[src/rtl/picinit_pkg.sv]
package picinit_pkg;

    localparam int BYTE_W  = 8;
    localparam int VBASE_W = 5;
    localparam int PRIO_W  = BYTE_W - VBASE_W;

    typedef enum logic [2:0] {
        ST_RAW,
        ST_VEC,
        ST_CAS,
        ST_MODE,
        ST_READY
    } seq_st_e;

    typedef struct packed {
        seq_st_e              st;
        logic                 need_mode;
        logic                 single;
        logic [VBASE_W-1:0]   vbase;
        logic [BYTE_W-1:0]    cas;
        logic [BYTE_W-1:0]    mode;
        logic [BYTE_W-1:0]    mask;
        logic [PRIO_W-1:0]    low_prio;
        logic                 smm;
    } seq_regs_t;

    localparam seq_regs_t SEQ_RST = '{
        st:        ST_RAW,
        need_mode: 1'b0,
        single:    1'b0,
        vbase:     '0,
        cas:       '0,
        mode:      '0,
        mask:      '1,
        low_prio:  '1,
        smm:       1'b0
    };

    // command-port bit positions decoded by the sequencer
    localparam int BIT_START  = 4;
    localparam int BIT_SMMCMD = 3;
    localparam int BIT_NEED4  = 0;
    localparam int BIT_SINGLE = 1;

endpackage

[src/rtl/picinit_seq.sv]
module picinit_seq
    import picinit_pkg::*;
(
    input  logic                clk,
    input  logic                rst_n,
    input  logic                cs,
    input  logic                wr,
    input  logic                port_sel,
    input  logic [BYTE_W-1:0]   wdata,
    output logic [BYTE_W-1:0]   mask,
    output logic [VBASE_W-1:0]  vbase,
    output logic [BYTE_W-1:0]   cas,
    output logic [BYTE_W-1:0]   mode,
    output logic [PRIO_W-1:0]   low_prio,
    output logic                smm,
    output logic                ready,
    output logic                busy
);

    seq_regs_t regs_d, regs_q;

    logic cmd_wr, dat_wr, start_wr, smm_cmd, prio_cmd;

    always_comb begin
        cmd_wr   = cs && wr && !port_sel;
        dat_wr   = cs && wr && port_sel;
        start_wr = cmd_wr && wdata[BIT_START];
        smm_cmd  = cmd_wr && !wdata[BIT_START] && wdata[BIT_SMMCMD]
                   && (regs_q.st == ST_READY);
        prio_cmd = cmd_wr && !wdata[BIT_START] && !wdata[BIT_SMMCMD]
                   && (regs_q.st == ST_READY) && (wdata[7:5] == 3'b110);
    end

    always_comb begin
        regs_d = regs_q;
        if (start_wr) begin
            regs_d.st        = ST_VEC;
            regs_d.need_mode = wdata[BIT_NEED4];
            regs_d.single    = wdata[BIT_SINGLE];
            regs_d.mask      = '0;
            regs_d.cas       = '0;
            regs_d.mode      = '0;
            regs_d.low_prio  = '1;
            regs_d.smm       = 1'b0;
        end else if (dat_wr) begin
            unique case (regs_q.st)
                ST_VEC: begin
                    regs_d.vbase = wdata[BYTE_W-1:PRIO_W];
                    if (!regs_q.single)        regs_d.st = ST_CAS;
                    else if (regs_q.need_mode) regs_d.st = ST_MODE;
                    else                       regs_d.st = ST_READY;
                end
                ST_CAS: begin
                    regs_d.cas = wdata;
                    regs_d.st  = regs_q.need_mode ? ST_MODE : ST_READY;
                end
                ST_MODE: begin
                    regs_d.mode = wdata;
                    regs_d.st   = ST_READY;
                end
                default: regs_d.mask = wdata;
            endcase
        end else if (smm_cmd) begin
            if (wdata[6:5] == 2'b11)      regs_d.smm = 1'b1;
            else if (wdata[6:5] == 2'b10) regs_d.smm = 1'b0;
        end else if (prio_cmd) begin
            regs_d.low_prio = wdata[PRIO_W-1:0];
        end
    end

    always_ff @(posedge clk or negedge rst_n) begin
        if (!rst_n) regs_q <= SEQ_RST;
        else        regs_q <= regs_d;
    end

    assign mask     = regs_q.mask;
    assign vbase    = regs_q.vbase;
    assign cas      = regs_q.cas;
    assign mode     = regs_q.mode;
    assign low_prio = regs_q.low_prio;
    assign smm      = regs_q.smm;
    assign ready    = (regs_q.st == ST_READY);
    assign busy     = (regs_q.st == ST_VEC) || (regs_q.st == ST_CAS)
                      || (regs_q.st == ST_MODE);

endmodule

[src/rtl/picinit_trig.sv]
module picinit_trig
    import picinit_pkg::*;
#(
    parameter int ADDR_W = 1,
    localparam int NBYTES = 2 ** ADDR_W
) (
    input  logic                         clk,
    input  logic                         rst_n,
    input  logic                         cs,
    input  logic                         wr,
    input  logic [ADDR_W-1:0]            addr,
    input  logic [BYTE_W-1:0]            wdata,
    output logic [NBYTES-1:0][BYTE_W-1:0] bytes_q
);

    logic [NBYTES-1:0][BYTE_W-1:0] bytes_d;
    logic [NBYTES-1:0]             byte_we;

    for (genvar g = 0; g < NBYTES; g++) begin : g_we
        assign byte_we[g] = cs && wr && (addr == ADDR_W'(g));
    end

    always_comb begin
        bytes_d = bytes_q;
        for (int i = 0; i < NBYTES; i++) begin
            if (byte_we[i]) bytes_d[i] = wdata;
        end
    end

    always_ff @(posedge clk or negedge rst_n) begin
        if (!rst_n) bytes_q <= '0;
        else        bytes_q <= bytes_d;
    end

endmodule

[src/rtl/picinit_rdmux.sv]
module picinit_rdmux
    import picinit_pkg::*;
#(
    parameter int ADDR_W = 1,
    localparam int NBYTES = 2 ** ADDR_W
) (
    input  logic                          rd,
    input  logic                          cs_pic,
    input  logic                          cs_trig,
    input  logic [ADDR_W-1:0]             addr,
    input  logic [BYTE_W-1:0]             mask,
    input  logic [NBYTES-1:0][BYTE_W-1:0] trig,
    output logic [BYTE_W-1:0]             rdata
);

    always_comb begin
        rdata = '0;
        if (rd && cs_pic) begin
            if (addr[0]) rdata = mask;
        end else if (rd && cs_trig) begin
            rdata = trig[addr];
        end
    end

endmodule

[src/rtl/pic_init_regs.sv]
module pic_init_regs
    import picinit_pkg::*;
#(
    parameter int ADDR_W = 1,
    localparam int NBYTES = 2 ** ADDR_W,
    localparam int TRIG_W = NBYTES * BYTE_W
) (
    input  logic                clk,
    input  logic                rst_n,
    input  logic                bus_cs_pic,
    input  logic                bus_cs_trig,
    input  logic [ADDR_W-1:0]   bus_addr,
    input  logic                bus_wr,
    input  logic                bus_rd,
    input  logic [BYTE_W-1:0]   bus_wdata,
    output logic [BYTE_W-1:0]   bus_rdata,
    input  logic [PRIO_W-1:0]   vec_sel,
    output logic [BYTE_W-1:0]   vec_out,
    output logic [BYTE_W-1:0]   irq_mask,
    output logic [VBASE_W-1:0]  vec_base,
    output logic [BYTE_W-1:0]   cascade_cfg,
    output logic [BYTE_W-1:0]   mode_word,
    output logic                init_done,
    output logic                special_mask,
    output logic [PRIO_W-1:0]   lowest_prio,
    output logic [TRIG_W-1:0]   trig_level
);

    logic                          seq_busy;
    logic [NBYTES-1:0][BYTE_W-1:0] trig_bytes;

    picinit_seq u_seq (
        .clk      (clk),
        .rst_n    (rst_n),
        .cs       (bus_cs_pic),
        .wr       (bus_wr),
        .port_sel (bus_addr[0]),
        .wdata    (bus_wdata),
        .mask     (irq_mask),
        .vbase    (vec_base),
        .cas      (cascade_cfg),
        .mode     (mode_word),
        .low_prio (lowest_prio),
        .smm      (special_mask),
        .ready    (init_done),
        .busy     (seq_busy)
    );

    picinit_trig #(.ADDR_W(ADDR_W)) u_trig (
        .clk     (clk),
        .rst_n   (rst_n),
        .cs      (bus_cs_trig),
        .wr      (bus_wr),
        .addr    (bus_addr),
        .wdata   (bus_wdata),
        .bytes_q (trig_bytes)
    );

    picinit_rdmux #(.ADDR_W(ADDR_W)) u_rdmux (
        .rd      (bus_rd),
        .cs_pic  (bus_cs_pic),
        .cs_trig (bus_cs_trig),
        .addr    (bus_addr),
        .mask    (irq_mask),
        .trig    (trig_bytes),
        .rdata   (bus_rdata)
    );

    assign trig_level = trig_bytes;
    assign vec_out    = {vec_base, vec_sel};

endmodule

[config.mk]
export PLATFORM = sky130hd
export DESIGN_NAME = pic_init_regs
export DESIGN_NICKNAME = d
export VERILOG_FILES = /design/src/rtl/picinit_pkg.sv /design/src/rtl/picinit_seq.sv /design/src/rtl/picinit_trig.sv /design/src/rtl/picinit_rdmux.sv /design/src/rtl/pic_init_regs.sv
export SDC_FILE = /design/constraint.sdc
export NUM_CORES = 1
export LEC_CHECK = 0
export ABC_AREA = 1
export BUFFER_PORTS_ARGS = -buffer_cell sky130_fd_sc_hd__buf_4
export CORE_UTILIZATION = 55
export DETAILED_ROUTE_END_ITERATION = 16
export HOLD_SLACK_MARGIN = 0.05
export PLACE_DENSITY = 0.89
export SLEW_MARGIN = 30
export SYNTH_ARGS = -nofsm -noshare
export SYNTH_HDL_FRONTEND = slang
export SYNTH_SLANG_ARGS = --single-unit
export TNS_END_PERCENT = 10
[constraint.sdc]
create_clock -name clk -period 2.7 [get_ports clk]
set_input_delay 0.405 -clock clk [delete_from_list [all_inputs] [get_ports clk]]
set_output_delay 0.405 -clock clk [all_outputs]
set_load 0.05 [all_outputs]
==> metrics <==
GRT overflow=0; final setup vio count=0; most common cell after layout, fill and taps aside=nand2_1; final antenna-violating net count=0; Layout Cells excl Fill=431; Core Rows=25; FILL cells=390; Routed wire per std cell=15.6 um; CP Data Arrival Time=1.52 ns; fin. max-slew vios=0; vias in the first global route=2194; flop2flop setup slack=1.35 ns; Seq/Total Area, Yosys=48.0%; Crit Path Class=reg2out; DP HPWL=4950 um; register area=1370 um^2; Placer Congestion=0.982; I/O Pins=84; CP max FO=2; share of cells above drive strength 1=31.9%; DP Worst Slack=0.876 ns; Clock Pin Slew Worst Setup and Hold Paths=0.09 ns; Synth-to-Final Area Change=14.7%; CTS resizes=0; flops & latches, synth=54; main combinational cell family by area after synthesis=simple AND/OR/NAND/NOR gates; CTS HTree Levels=2; Hold Violations, Final=0; Inst Count DP=423; most frequent cells in the layout=nand2_1 (80), buf_4 (77), dfrtp_1 (43), o21ai_0 (28), inv_1 (26); R2R depth=5; CP Launch Type=flip-flop; Worst Tran Pin Value=0.657 ns; initial drt markers=260; largest net degree at the start of global routing=55; Design Area, Final=3260 um^2; CTS Root Cell=clkbuf_8; Cell Area, Synth=2840 um^2; Setup crit start=u_seq.mask[7]; Synth Area in Adders=0%; die area=5460 um^2; Hold Buf Count CTS=0; area leader, netlist=dfrtp_1; mux contribution to synthesized area=0%; Slew HR=56.2%; nets@finish=381; die height=73.9 um; syn nets=346; Port Buf Inserts=77; P_leak=0.00167 uW; vias=2335; Routed WL=6740 um; fin crit share=71.3%; fmax=0.519 GHz; CP endpoint kind=output pin; Synth Area in Simple Gates=21.9%; Reg-to-Reg Start=u_seq.regs_q[35]; Pre-antenna DRT Iters=5; yosys warns=0; Core Box Area=4850 um^2; worst min path class=in2async; setup bufs post-CTS=0; Unique masters post-synth=28; TritonCTS clock tree=built; post-synthesis compound-gate area fraction=13.2%; peak supply drop=0.000827 V; Post-Synth XOR/XNOR Area=0%; area share of the largest cell type after synthesis=37.9%; initial antenna violation count=0; # DRC=0; Num Clock Sinks=54; worst skew pair latency=0.32 ns; gr usage total=26.7%; Power per Cell Area=1130 nW/um^2; R2R Path End=u_seq.mode[4]; final setup TNS=0 ns; Synth Area per Inst=8.67 um^2; Fin Clk Skew=0.0112 ns; first-pass GRT wire length=10700 um; Post-Syn Instances=328; total CTS buffers=5; # Max-Cap Violations=0; Vias/cell=5.42; Area after DPL=3140 um^2; RSZ-0062 raised after global routing=no; Min Clock Period, post-route=1.93 ns; required time of the critical path=2.30 ns; clk buf depth=2; Util after Layout=67.2%; n_diodes=0; final worst setup slack=0.774 ns; Initial Utilization=58.6%; Multi-input gate area=1000 um^2; die width=73.9 um; top cells by area, synth=dfrtp_1 (38%), buf_4 (11%), nand2_1 (11%); status=completed
## flip-flops by register name, summed over array words and instances, names as in the netlist
name,cells
u_seq.cas,8
u_seq.low_prio,3
u_seq.mask,8
u_seq.mode,8
u_seq.regs_q,5
u_seq.smm,1
u_seq.vbase,5
u_trig.bytes_q,16
## per-stage QoR
stage | hold WS (ns) | power, uW
final | 0.104 | 3690
after global routing | 0.166 | 3850
after global placement | 0.457 | 3100
after detailed placement | 0.456 | 3150
after CTS | 0.128 | 3700
after floorplan | 0.109 | 2870
## critical path, stage by stage, from the launching register on
cell	delay (ns)
dfstp_2	0.55
inv_1	0.06
o32ai_1	0.33
buf_4	0.27
## cell usage after synthesis
cell type   n
buf_4      40
o32ai_1     8
o21ai_1    15
nand3b_1    1
nand3_2     1
inv_1      26
nor2_1     10
buf_2       4
nand2_1    80
o22ai_1     1
nand3_1    24
a21boi_0    8
nand4_1     1
dfstp_2    11
nand2_2     4
a21boi_1    1
nor2_4      1
nand3_4     2
nor3_1      2
clkbuf_1    2
nor2_8      1
buf_6       3
o21ai_2     2
o21ai_0    28
dfrtp_1    43
inv_2       5
nand2_4     3
nor2_2      1
## cell type report
| type | instances | area share, % |
|---|---|---|
| Tap cell | 67 | 2.57 |
| Clock buffer | 5 | 2.11 |
| Timing Repair Buffer | 77 | 17.7 |
| Clock inverter | 3 | 1.46 |
| Multi-Input combinational cell | 194 | 30.7 |
| Sequential cell | 54 | 41.9 |
| Inverter | 31 | 3.57 |
## routing by layer
layer	share of wire, %	up-vias	wire length (um)	global-route usage (%)
li1	-	1106	-	-
met4	2.8	0	190	12.2
met2	47	110	3160	42.2
met5	0	-	0	0
met3	7.5	18	505	6.58
met1	43	1101	2880	34.5
## worst max path at each step
stage                     cells past startpoint            to
after floorplan                               3  bus_rdata[0]
after global placement                        5  bus_rdata[4]
after detailed placement                      5  bus_rdata[1]
after CTS                                     3  bus_rdata[6]
after global routing                          3  bus_rdata[6]
final                                         3  bus_rdata[7]
## cells by family after synthesis
kind of cell,Yosys count
buf+inv,80
flops,54
simple gates,131
compound gates,63
## report_power, final
group / internal [uW] / switching [uW] / leakage, uW
registers: 1090 / 181 / 0.000664
clock network: 281 / 277 / 0.0000587
logic: 509 / 1350 / 0.000950
No activity file was read; power rests on OpenSTA's default activity.
